$ cat config.mk
export PLATFORM = sky130hd
export DESIGN_NAME = sync_slave_rx
export DESIGN_NICKNAME = d
export VERILOG_FILES = /design/src/rtl/sslv_pkg.sv /design/src/rtl/sslv_front.sv /design/src/rtl/sslv_shifter.sv /design/src/rtl/sslv_holding.sv /design/src/rtl/sync_slave_rx.sv
export SDC_FILE = /design/constraint.sdc
export NUM_CORES = 1
export LEC_CHECK = 0
export BUFFER_PORTS_ARGS = -buffer_cell sky130_fd_sc_hd__buf_4
export CAP_MARGIN = 20
export CORE_MARGIN = 1
export CORE_UTILIZATION = 30
export DETAILED_ROUTE_END_ITERATION = 10
export PLACE_DENSITY = 0.6
export SKIP_LAST_GASP = 1
export SLEW_MARGIN = 20
export SYNTH_ARGS = -nofsm -noshare
export SYNTH_HDL_FRONTEND = slang
export SYNTH_SLANG_ARGS = --single-unit
$ cat constraint.sdc
create_clock -name clk -period 1.8 [get_ports clk]
set_input_delay 0.18 -clock clk [delete_from_list [all_inputs] [get_ports clk]]
set_output_delay 0.18 -clock clk [all_outputs]
set_load 0.005 [all_outputs]
$ cat src/rtl/sslv_pkg.sv
// Package: shared constants and helpers for the synchronous slave receiver.
// Assumes: nothing beyond IEEE 1800-2017.
package sslv_pkg;
    localparam int SYNC_STAGES_DEF = 2;
    localparam int DATA_W_DEF      = 8;

    // Applies an optional polarity inversion to a single line.
    function automatic logic apply_pol(input logic level, input logic inv);
        return level ^ inv;
    endfunction
endpackage

$ cat src/rtl/sslv_front.sv
// Module: sslv_front
// Brings the external bit clock and data lines into the system clock domain
// through a synchronizer chain, applies the polarity selects and flags the
// rising edge of the effective bit clock together with the sampled bit.
// Assumes: the master holds data stable across the synchronizer latency
// around each active clock edge.
module sslv_front
    import sslv_pkg::*;
#(
    parameter int STAGES = SYNC_STAGES_DEF
) (
    input  logic clk,
    input  logic rst_n,
    input  logic pin_clk,
    input  logic pin_dat,
    input  logic clk_inv,
    input  logic dat_inv,
    output logic bit_rise,
    output logic bit_val
);
    localparam int NSIG = 2;

    logic [NSIG-1:0] raw_in;
    logic [NSIG-1:0] synced;
    logic            eff_clk;
    logic            eff_prev;

    assign raw_in = {pin_dat, pin_clk};

    for (genvar g = 0; g < NSIG; g++) begin : g_sync
        logic [STAGES-1:0] chain;
        // Shifts the line through the synchronizer chain.
        always_ff @(posedge clk) begin
            if (!rst_n) chain <= '0;
            else        chain <= {chain[STAGES-2:0], raw_in[g]};
        end
        assign synced[g] = chain[STAGES-1];
    end

    assign eff_clk = apply_pol(synced[0], clk_inv);
    assign bit_val = apply_pol(synced[1], dat_inv);

    // Remembers the previous effective clock level for edge detection.
    always_ff @(posedge clk) begin
        if (!rst_n) eff_prev <= 1'b0;
        else        eff_prev <= eff_clk;
    end

    assign bit_rise = eff_clk & ~eff_prev;
endmodule

$ cat src/rtl/sslv_shifter.sv
// Module: sslv_shifter
// Accumulates sampled bits LSB first and emits a one-cycle done pulse with
// the finished word. Holds still while halted; clears when disabled.
// Assumes: bit_rise is a single-cycle pulse.
module sslv_shifter #(
    parameter int DATA_W = 8
) (
    input  logic              clk,
    input  logic              rst_n,
    input  logic              enable,
    input  logic              halt,
    input  logic              nine,
    input  logic              bit_rise,
    input  logic              bit_val,
    output logic              done,
    output logic [DATA_W:0]   word
);
    localparam int WORD_W = DATA_W + 1;
    localparam int CNT_W  = $clog2(WORD_W + 1);

    logic [CNT_W-1:0]  cnt;
    logic [WORD_W-1:0] acc;
    logic [WORD_W-1:0] bit_vec;
    logic              last;

    assign bit_vec = WORD_W'(bit_val) << cnt;
    assign last    = nine ? (cnt == CNT_W'(DATA_W)) : (cnt == CNT_W'(DATA_W - 1));

    // Counts bits, collects them and hands over the finished word.
    always_ff @(posedge clk) begin
        if (!rst_n) begin
            cnt  <= '0;
            acc  <= '0;
            done <= 1'b0;
            word <= '0;
        end else begin
            done <= 1'b0;
            if (!enable) begin
                cnt <= '0;
                acc <= '0;
            end else if (bit_rise && !halt) begin
                if (last) begin
                    cnt  <= '0;
                    acc  <= '0;
                    done <= 1'b1;
                    word <= acc | bit_vec;
                end else begin
                    cnt <= cnt + 1'b1;
                    acc <= acc | bit_vec;
                end
            end
        end
    end

    AST_CNT_IN_RANGE: assert property (@(posedge clk) disable iff (!rst_n)
        cnt <= CNT_W'(DATA_W));
    AST_DONE_SINGLE: assert property (@(posedge clk) disable iff (!rst_n)
        done |=> !done);
    AST_OFF_CLEARS_COUNT: assert property (@(posedge clk) disable iff (!rst_n)
        !enable |=> (cnt == '0));
endmodule

$ cat src/rtl/sslv_holding.sv
// Module: sslv_holding
// Holding register for finished words with the receive-complete flag and the
// overrun error. A read clears the flag; dropping enable clears the error.
// Assumes: done is a single-cycle pulse from the shifter.
module sslv_holding #(
    parameter int DATA_W = 8
) (
    input  logic              clk,
    input  logic              rst_n,
    input  logic              enable,
    input  logic              done,
    input  logic [DATA_W:0]   word,
    input  logic              rd,
    output logic [DATA_W-1:0] data_q,
    output logic              bit8_q,
    output logic              full_q,
    output logic              err_q
);
    logic unread;

    assign unread = full_q & ~rd;

    // Loads a finished word or clears the flag on a read.
    always_ff @(posedge clk) begin
        if (!rst_n) begin
            data_q <= '0;
            bit8_q <= 1'b0;
            full_q <= 1'b0;
        end else if (done && !unread) begin
            data_q <= word[DATA_W-1:0];
            bit8_q <= word[DATA_W];
            full_q <= 1'b1;
        end else if (rd) begin
            full_q <= 1'b0;
        end
    end

    // Sets the overrun error on a lost word; clears it when disabled.
    always_ff @(posedge clk) begin
        if (!rst_n)                        err_q <= 1'b0;
        else if (!enable)                  err_q <= 1'b0;
        else if (done && unread)           err_q <= 1'b1;
    end

    AST_FLAG_AFTER_DONE: assert property (@(posedge clk) disable iff (!rst_n)
        done |=> full_q);
    AST_READ_CLEARS: assert property (@(posedge clk) disable iff (!rst_n)
        (rd && !done) |=> !full_q);
    AST_DATA_HELD_ON_ERR: assert property (@(posedge clk) disable iff (!rst_n)
        (err_q && enable) |=> $stable(data_q));
    AST_ERR_CLEARS: assert property (@(posedge clk) disable iff (!rst_n)
        !enable |=> !err_q);
endmodule

$ cat src/rtl/sync_slave_rx.sv
// Module: sync_slave_rx (top)
// Synchronous slave serial receiver: front end (synchronizers, polarity,
// edge detect), bit shifter and holding register with flag and error.
// Assumes: ser_clk toggles no faster than once per STAGES+1 system clocks.
module sync_slave_rx
    import sslv_pkg::*;
#(
    parameter int DATA_W = DATA_W_DEF,
    parameter int STAGES = SYNC_STAGES_DEF
) (
    input  logic              clk,
    input  logic              rst_n,
    input  logic              ser_clk,
    input  logic              ser_data,
    input  logic              rx_enable,
    input  logic              single_req,
    input  logic              nine_bit,
    input  logic              clk_invert,
    input  logic              data_invert,
    input  logic              int_enable,
    input  logic              rd_strobe,
    output logic [DATA_W-1:0] rx_data,
    output logic              rx_bit8,
    output logic              rx_full,
    output logic              overrun,
    output logic              irq
);
    logic            bit_rise;
    logic            bit_val;
    logic            word_done;
    logic [DATA_W:0] word;
    logic            unused_ok;

    assign unused_ok = single_req;

    sslv_front #(.STAGES(STAGES)) u_front (
        .clk      (clk),
        .rst_n    (rst_n),
        .pin_clk  (ser_clk),
        .pin_dat  (ser_data),
        .clk_inv  (clk_invert),
        .dat_inv  (data_invert),
        .bit_rise (bit_rise),
        .bit_val  (bit_val)
    );

    sslv_shifter #(.DATA_W(DATA_W)) u_shift (
        .clk      (clk),
        .rst_n    (rst_n),
        .enable   (rx_enable),
        .halt     (overrun),
        .nine     (nine_bit),
        .bit_rise (bit_rise),
        .bit_val  (bit_val),
        .done     (word_done),
        .word     (word)
    );

    sslv_holding #(.DATA_W(DATA_W)) u_hold (
        .clk    (clk),
        .rst_n  (rst_n),
        .enable (rx_enable),
        .done   (word_done),
        .word   (word),
        .rd     (rd_strobe),
        .data_q (rx_data),
        .bit8_q (rx_bit8),
        .full_q (rx_full),
        .err_q  (overrun)
    );

    assign irq = rx_full & int_enable;

    AST_NO_IRQ_WHEN_EMPTY: assert property (@(posedge clk) disable iff (!rst_n)
        !rx_full |-> !irq);
    AST_OFF_NO_NEW_FLAG: assert property (@(posedge clk) disable iff (!rst_n)
        (!rx_enable && $past(!rx_enable) && !rx_full) |=> !rx_full);
endmodule

==> Word-level counts from Yosys, hierarchy flattened <==
Cells that the tools add are included.
{ "word_totals": {"regBits": 39, "out_inout_bits": 12} }
{ "classes": {"add_sub_neg": 1, "n_eq_ne": 2, "shift": 1, "n_mux": 6, "bitwise_logic": 8, "reduce_logical": 9} }
{ "op_table": {"columns": ["cell", "n"], "rows": [
  ["2-to-1 mux 9 bit", 1],
  ["OR 9 bit", 1],
  ["<< shifter 1 x 4 -> 9 bit", 1],
  ["AND reduction 3 bit", 2],
  ["adder 4 x 1 -> 4 bit (second input constant)", 1],
  ["== test 4 x 3 -> 1 bit (second input constant)", 1],
  ["== test 4 bit (second input constant)", 1],
  ["2-to-1 mux 1 bit", 4],
  ["2-to-1 mux 4 bit", 1],
  ["bitwise AND 1 bit", 3],
  ["logical AND 1 bit", 3],
  ["zero test 1 bit", 2],
  ["NOT 1 bit", 2],
  ["AND reduction 2 bit", 1],
  ["nonzero test 2 bit", 1],
  ["XOR 1 bit", 2]
]} }

==> Longest topological paths before layout <==
Gate-level depths: netlist of run 1.
{ "logic_depth": {"word_depth": 5, "mapped_depth": 6, "mapped_depth_nobuf": 4} }

==> Modules after synthesis <==
From an unflattened synthesis of run 1, not the netlist that was laid out.
{ "unflattened": {"hier_cells": 183, "area_unflattened_um2": 1664.1} }
{ "modules_own_cells": {"columns": ["module", "n_inst", "cells_each", "area_each_um2"], "rows": [
  ["sslv_shifter", 1, 122, 1058.5],
  ["sslv_holding", 1, 47, 440.4],
  ["sslv_front", 1, 13, 158.9],
  ["sync_slave_rx", 1, 1, 6.3]
]} }

==> Worst setup path after synthesis of run 1 <==
Ideal clock, no wire load.
{ "synth_timing": {"path_kind": "register -> register", "from": "reg u_shift.cnt[0]", "to": "reg u_shift.acc[0]", "setup_ps": 117, "arrival_ps": 1623, "slack_ps": 60, "path_stages_with_launch": 7, "n_path_buf": 2, "period_less_slack_ps": 1740, "cell_sequence": "dfxtp_1 > buf_6 > or4b_4 > mux2i_4 > a21o_1 > buf_2 > nor2_1"} }
{ "synth_between": {"elab_chain_len": 3, "word_cells_on_any_way": 6} }
{ "synth_lines": {"columns": ["item", "line_no", "source"], "rows": [
  ["from (decl)", "sslv_shifter.sv:21", "logic [CNT_W-1:0] cnt;"],
  ["from (signal assigned)", "sslv_shifter.sv:48", "cnt <= cnt + 1'b1;"],
  ["== test 4 x 3 -> 1 bit (tied with other cells)", "sslv_shifter.sv:27", "assign last = nine ? (cnt == CNT_W'(DATA_W)) : (cnt == CNT_W'(DATA_W - 1));"],
  ["2-to-1 mux 1 bit / OR 9 bit (equally long branches)", "sslv_shifter.sv:27, sslv_shifter.sv:49", null],
  ["2-to-1 mux 9 bit *", "sslv_shifter.sv:42", "if (last) begin"],
  ["to (signal assigned)", "sslv_shifter.sv:49", "acc <= acc | bit_vec;"],
  ["to (decl)", "sslv_shifter.sv:22", "logic [WORD_W-1:0] acc;"]
]} }
Mark *: on every way between the ends. The rest lies on a longest branch, timed or not.
A chain may end at the register's enable or synchronous reset.

==> Worst setup path in the final report of run 1 <==
{ "layout_timing": {"from": "reg u_shift.cnt[3]", "to": "reg u_shift.word[6]"} }
{ "layout_between": {"elab_chain_len": 3, "word_cells_on_any_way": 6} }
{ "layout_lines": {"columns": ["item", "line_no", "source"], "rows": [
  ["== test 4 x 3 -> 1 bit / == test 4 bit (equally long branches)", "sslv_shifter.sv:27", null],
  ["2-to-1 mux 1 bit", "sslv_shifter.sv:27", null],
  ["AND reduction 3 bit (no source line)", null, null],
  ["to (signal assigned)", "sslv_shifter.sv:46", "word <= acc | bit_vec;"],
  ["to (decl)", "sslv_shifter.sv:16", "output logic [DATA_W:0] word"]
]} }
Parallel ways exist; a longest one is shown, timed or not.

==> flow_summary.yaml, run 1 <==
power:
  power.leakage_nw: 0.916
  power.switching_mw: 0.385
  clock_power_share_pct: 37.5
  p_sw_share_pct: 24.5
  peakVddDrop_mv: 0.254
  powerDensity_nw_per_um2: 817
  intPower_mw: 1.19
  pwr-share-comb_pct: 7.0
  seq_power_share_pct: 55.5
finish:
  final_common_cell: "dfxtp_1"
  drive_gt1_share_pct: 22.4
  layout.cells.non_filler: 259
  layout_common_cells: "dfxtp_1 (39), buf_4 (33), nor2_1 (31)"
  area_growth_pct: 23.0
  utilization_pct: 39.5
  antenna_cells: 0
  nets: 203
  num-fill-cells: 511
worst_setup_path:
  cp_max_fo: 7
  cp_num_buf_inv: 0
  cp.arrival_ps: 1890
  startpoint_type: "flop"
  cp-end-kind: "flop"
  crit_chain: "or4b_4, mux2i_4, and3_1, o211a_1"
  cpMaxStageDelayCell: "or4b_4"
  path_class: "reg2reg"
  worst_path_largest_cell_delay_ps: 510
  cp.required_ps: 2040
  cp_top_family: "simple AND/OR/NAND/NOR gates"
floorplanning:
  coreArea_um2: 4880
  start_util_pct: 32.1
  die_y_um: 74.3
  ioPinCount: 23
  rows: 25
  dieArea_um2: 5510
  die_w_um: 74.3
global_routing:
  antenna_found_initial: 0
  grt_max_degree: 19
  grt_pass1_vias: 1129
  grt_pass1_wl_um: 5000
  gr-total-overflow: 0
  grtUsageTotal_pct: 12.0
timing:
  setup-violations-final: 0
  finalSetupTns_ps: 0
  finalHoldViolations: 0
  relSlewSlack_pct: 79.3
  period_share_pct: 91.7
  worstMarginPinSlew_ps: 310
  max_freq_mhz: 606
  drv_slew: 0
  finalClockSkew_ps: 6.71
  rsz0062_at_grt: "no"
  period_needed_ps: 1650
cts:
  cts-root-buf: "clkbuf_8"
  clk_pin_slew_ps: 80
  post_cts_buffers: 0
  worst_skew_pair.late_latency_ps: 290
  cts_htree_levels: 2
  cts_resized: 0
  cts_sinks: 39
  ctsHoldBuffers: 0
  cts_tree: "built"
  numCtsBuffers: 5
  clock_path_buffers: 2
detailed_routing:
  antenna_left: 0
  drt_iter0_markers: 48
  drc_errors: 0
  via_per_inst: 4.64
  wl_um: 2980
  first_pass_iters: 4
  wire_per_inst_um: 11.5
  num_vias: 1201
logic_synthesis:
  synth_cells: 163
  yosys_register_bits: 39
  yosys_warnings: 0
  syn_area_um2: 1570
  seq_area_frac_synth_pct: 49.8
  syn_nets: 175
  synth_cell_types: 28
  synth_area_per_cell_um2: 9.61
min_path:
  min-delay-path-class: "in2reg"
job:
  drv_cap: 0
placement:
  numPlacedInstances: 251
  place.gp.congestion: 0.770
  hpwl_um: 2100
  port_buffers: 21
outcome:
  outcome: "completed"
layout make-up:
cell class	count	area (um^2)	area share [%]
flip-flops and latches	39	781	40.5
well taps	67	83.8	4.35
clock inverters	3	20.0	1.04
repair buffers	33	248	12.9
clock buffers	5	68.8	3.57
multi-input cells	111	722	37.5
inverters	1	3.75	0.195
metrics by stage:
stage | area [um^2] | hold slack [ps] | power (mW) | worst slack (ps)
global route | 1930 | 104 | 1.64 | 58.5
global placement | 1840 | 387 | 1.00 | 175
finish | 1930 | 91.2 | 1.57 | 149
detailed placement | 1840 | 394 | 1.00 | 174
floorplan | 1570 | 307 | 0.961 | 59.5
CTS | 1930 | 89.0 | 1.59 | 130
final timing paths:
check / end / cells past startpoint / slack (ps) / from
worst max register to register: u_shift.word[6] / 4 / 150 / u_shift.cnt[3]
worst min-delay path: u_front.g_sync[1].chain[0] / 2 / 90 / ser_data
worst max-delay path: u_shift.word[6] / 4 / 150 / u_shift.cnt[3]
worst min register to register: u_front.g_sync[0].chain[1] / 1 / 440 / u_front.g_sync[0].chain[0]
synth_stat cells, drive strengths merged:
master / count / area [um^2]
nand4b: 1 / 8.76
nor2: 31 / 116
or4b: 1 / 13.8
nand2b: 1 / 6.26
buf: 5 / 33.8
nand3: 3 / 15.0
a41oi: 1 / 8.76
nand2: 3 / 11.3
and2: 9 / 56.3
a21o: 1 / 7.51
a21oi: 2 / 10.0
ha: 1 / 12.5
clkbuf: 7 / 26.3
a31oi: 14 / 87.6
nand4: 7 / 43.8
xor2: 4 / 35.0
dfxtp: 39 / 781
nor3: 1 / 5.00
o211a: 7 / 70.1
xnor2: 2 / 17.5
and3: 3 / 18.8
inv: 1 / 3.75
o21ai: 2 / 10.0
nor2b: 4 / 25.0
mux2i: 13 / 143
state kept, by name (all words and copies together), names as in the netlist:
| register | count |
|---|---|
| u_front.eff_prev | 1 |
| u_front.g_sync.chain | 4 |
| u_hold.bit8_q | 1 |
| u_hold.data_q | 8 |
| u_hold.err_q | 1 |
| u_hold.full_q | 1 |
| u_shift.acc | 9 |
| u_shift.cnt | 4 |
| u_shift.done | 1 |
| u_shift.word | 9 |
cell families (layout without fill, tap and decap cells):
logic type | Yosys count | in the layout | synth area share [%]
compound gates | 27 | 27 | 12.4
xor+xnor | 6 | 6 | 3.35
fa+ha+maj | 1 | 1 | 0.799
buf+inv | 13 | 42 | 4.07
flops | 39 | 39 | 49.8
mux | 13 | 13 | 9.11
simple gates | 64 | 64 | 20.4
power groups by stage:
stage	Clock [mW]	Combinational (mW)	Sequential (mW)
after floorplan	0	0.0671	0.894
after global placement	0	0.110	0.894
after detailed placement	0	0.110	0.894
after CTS	0.608	0.110	0.874
after global routing	0.644	0.122	0.875
final	0.590	0.110	0.874
routing by layer:
metal  vias to the layer above  wire length [um]  GRT usage, %
met5                         -                 0             0
met4                         0                46          5.66
met2                        21              1310          19.2
met1                       545              1500          14.8
li1                        630                 -             -
met3                         5               132          3.52
(Power assumes the default switching activity.)
==> run 2: changes to the inputs <==
--- a/config.mk
+++ b/config.mk
@@ -11,6 +11,7 @@
 export CORE_UTILIZATION = 30
 export DETAILED_ROUTE_END_ITERATION = 10
 export PLACE_DENSITY = 0.6
+export RECOVER_POWER = 100
 export SKIP_LAST_GASP = 1
 export SLEW_MARGIN = 20
 export SYNTH_ARGS = -nofsm -noshare
==> run 2 against run 1 <==
Utilization down 0.38 points. Sequential power about the same. Critical path depth unchanged. Critical path type unchanged. Critical endpoint unchanged. Largest power group unchanged. Highest routed layer unchanged.
==> flow_summary.yaml, run 2 (synthesis results as in run 1) <==
detailed_routing:
  m1WireLength_um: 1500
  routed.top_layer: "met4"
  via_per_inst: 4.64
  antenna_left: 0
  wire_per_inst_um: 11.5
  drt_iter0_markers: 40
  drc_errors: 0
  first_pass_iters: 4
  wl_um: 2970
  wl_met2_um: 1290
  num_vias: 1202
  dr_wl_met3_um: 128
power:
  p_sw_share_pct: 24.5
  power.switching_mw: 0.384
  power.total_mw: 1.57
  seq_power_share_pct: 55.7
  power.leakage_nw: 0.892
  peakVddDrop_mv: 0.254
  clock_power_share_pct: 37.5
  pwr-share-comb_pct: 6.8
  powerDensity_nw_per_um2: 822
  intPower_mw: 1.18
finish:
  final_common_cell: "dfxtp_1"
  antenna_cells: 0
  area_growth_pct: 21.8
  layout_common_cells: "dfxtp_1 (39), nor2_1 (31), buf_4 (17)"
  utilization_pct: 39.1
  num-fill-cells: 516
  drive_gt1_share_pct: 19.8
  reg_top3: "u_shift.acc: 9 flops, u_shift.word: 9 flops, u_hold.data_q: 8 flops"
  nets: 203
outcome:
  outcome: "completed"
global_routing:
  gr-total-overflow: 0
  grt_max_degree: 19
  grt_pass1_vias: 1129
  grtUsageTotal_pct: 12.0
  grt_pass1_wl_um: 5000
  antenna_found_initial: 0
worst_setup_path:
  worst_path_largest_cell_delay_ps: 510
  r2r_slack_ps: 150
  path_class: "reg2reg"
  crit_path_end: "u_shift.word[6]"
  rr_startpoint: "u_shift.cnt[3]"
  critPathLaunch: "u_shift.cnt[3]"
  cpMaxStageDelayCell: "or4b_4"
  cp-end-kind: "flop"
  cp_max_fo: 7
  cp_num_buf_inv: 0
  cp_top_family: "simple AND/OR/NAND/NOR gates"
  timing.rr.end: "u_shift.word[6]"
  worstRegToRegCells: 4
  startpoint_type: "flop"
  cp.required_ps: 2040
  cp.depth: 4
  cp.arrival_ps: 1890
  crit_chain: "or4b_4, mux2i_4, and3_1, o211a_1"
placement:
  port_buffers: 21
  place.gp.congestion: 0.770
  hpwl_um: 2100
floorplanning:
  coreArea_um2: 4880
  ioPinCount: 23
  die_w_um: 74.3
  rows: 25
  die_y_um: 74.3
  start_util_pct: 32.1
  dieArea_um2: 5510
cts:
  clk_pin_slew_ps: 80
  clock_path_buffers: 2
  cts_htree_levels: 2
  worst_skew_pair.late_latency_ps: 290
  ctsHoldBuffers: 0
  cts_tree: "built"
  post_cts_buffers: 0
  cts_sinks: 39
  numCtsBuffers: 5
  cts-root-buf: "clkbuf_8"
  cts_resized: 0
min_path:
  min-delay-path-class: "in2reg"
timing:
  drv_slew: 0
  finalSetupTns_ps: 0
  rsz0062_at_grt: "no"
  finalClockSkew_ps: 6.72
  hold_slack_ps: 92.6
  finalHoldViolations: 0
  worstMarginPinSlew_ps: 711
  period_needed_ps: 1650
  max_freq_mhz: 606
  setup-violations-final: 0
  period_share_pct: 91.6
  relSlewSlack_pct: 52.6
job:
  drv_cap: 0
run 2: cell types whose count changed in the layout (fill, tap and decap cells not counted), sizes merged:
cell,previous run,this run
buf,33,17
clkbuf,5,21
run 2: cell type report:
type	instances	area, um^2	area share [%]
Sequential cell	39	781	40.9
Multi-Input combinational cell	111	722	37.8
Timing Repair Buffer	33	229	12.0
Tap cell	67	83.8	4.39
Clock buffer	5	68.8	3.61
Clock inverter	3	20.0	1.05
Inverter	1	3.75	0.197
run 2: power groups by stage:
| stage | sequential, mW | combinational, mW | clock (mW) |
|---|---|---|---|
| after floorplan | 0.894 | 0.0671 | 0 |
| after global placement | 0.894 | 0.110 | 0 |
| after detailed placement | 0.894 | 0.110 | 0 |
| after CTS | 0.874 | 0.110 | 0.608 |
| after global routing | 0.875 | 0.118 | 0.644 |
| final | 0.874 | 0.106 | 0.588 |
run 2: worst register-to-register path, cell delays in order (launching register included):
cell and delay (ps):
dfxtp_1 400, or4b_4 510, mux2i_4 190, and3_1 320, o211a_1 180
run 2: per-layer routing:
| metal | vias to the layer above | GRT usage (%) |
|---|---|---|
| met2 | 21 | 19.2 |
| li1 | 636 | - |
| met3 | 5 | 3.52 |
| met1 | 540 | 14.8 |
| met4 | 0 | 5.66 |
| met5 | - | 0 |
run 2: through the flow:
stage	worst slack [ps]	cell area [um^2]	cells
finish	151	1910	259
global route	51.0	1910	259
CTS	130	1930	259
detailed placement	174	1840	251
global placement	175	1840	251
floorplan	59.5	1570	163
run 2: how the worst min path moves through the flow:
stage                                      end     start  cells past startpoint  slack [ps]
floorplan           u_front.g_sync[0].chain[0]   ser_clk                      1         310
global placement    u_front.g_sync[1].chain[0]  ser_data                      2         390
detailed placement  u_front.g_sync[0].chain[0]   ser_clk                      2         390
CTS                 u_front.g_sync[1].chain[0]  ser_data                      2          90
global route        u_front.g_sync[1].chain[0]  ser_data                      2         100
finish              u_front.g_sync[1].chain[0]  ser_data                      2          90
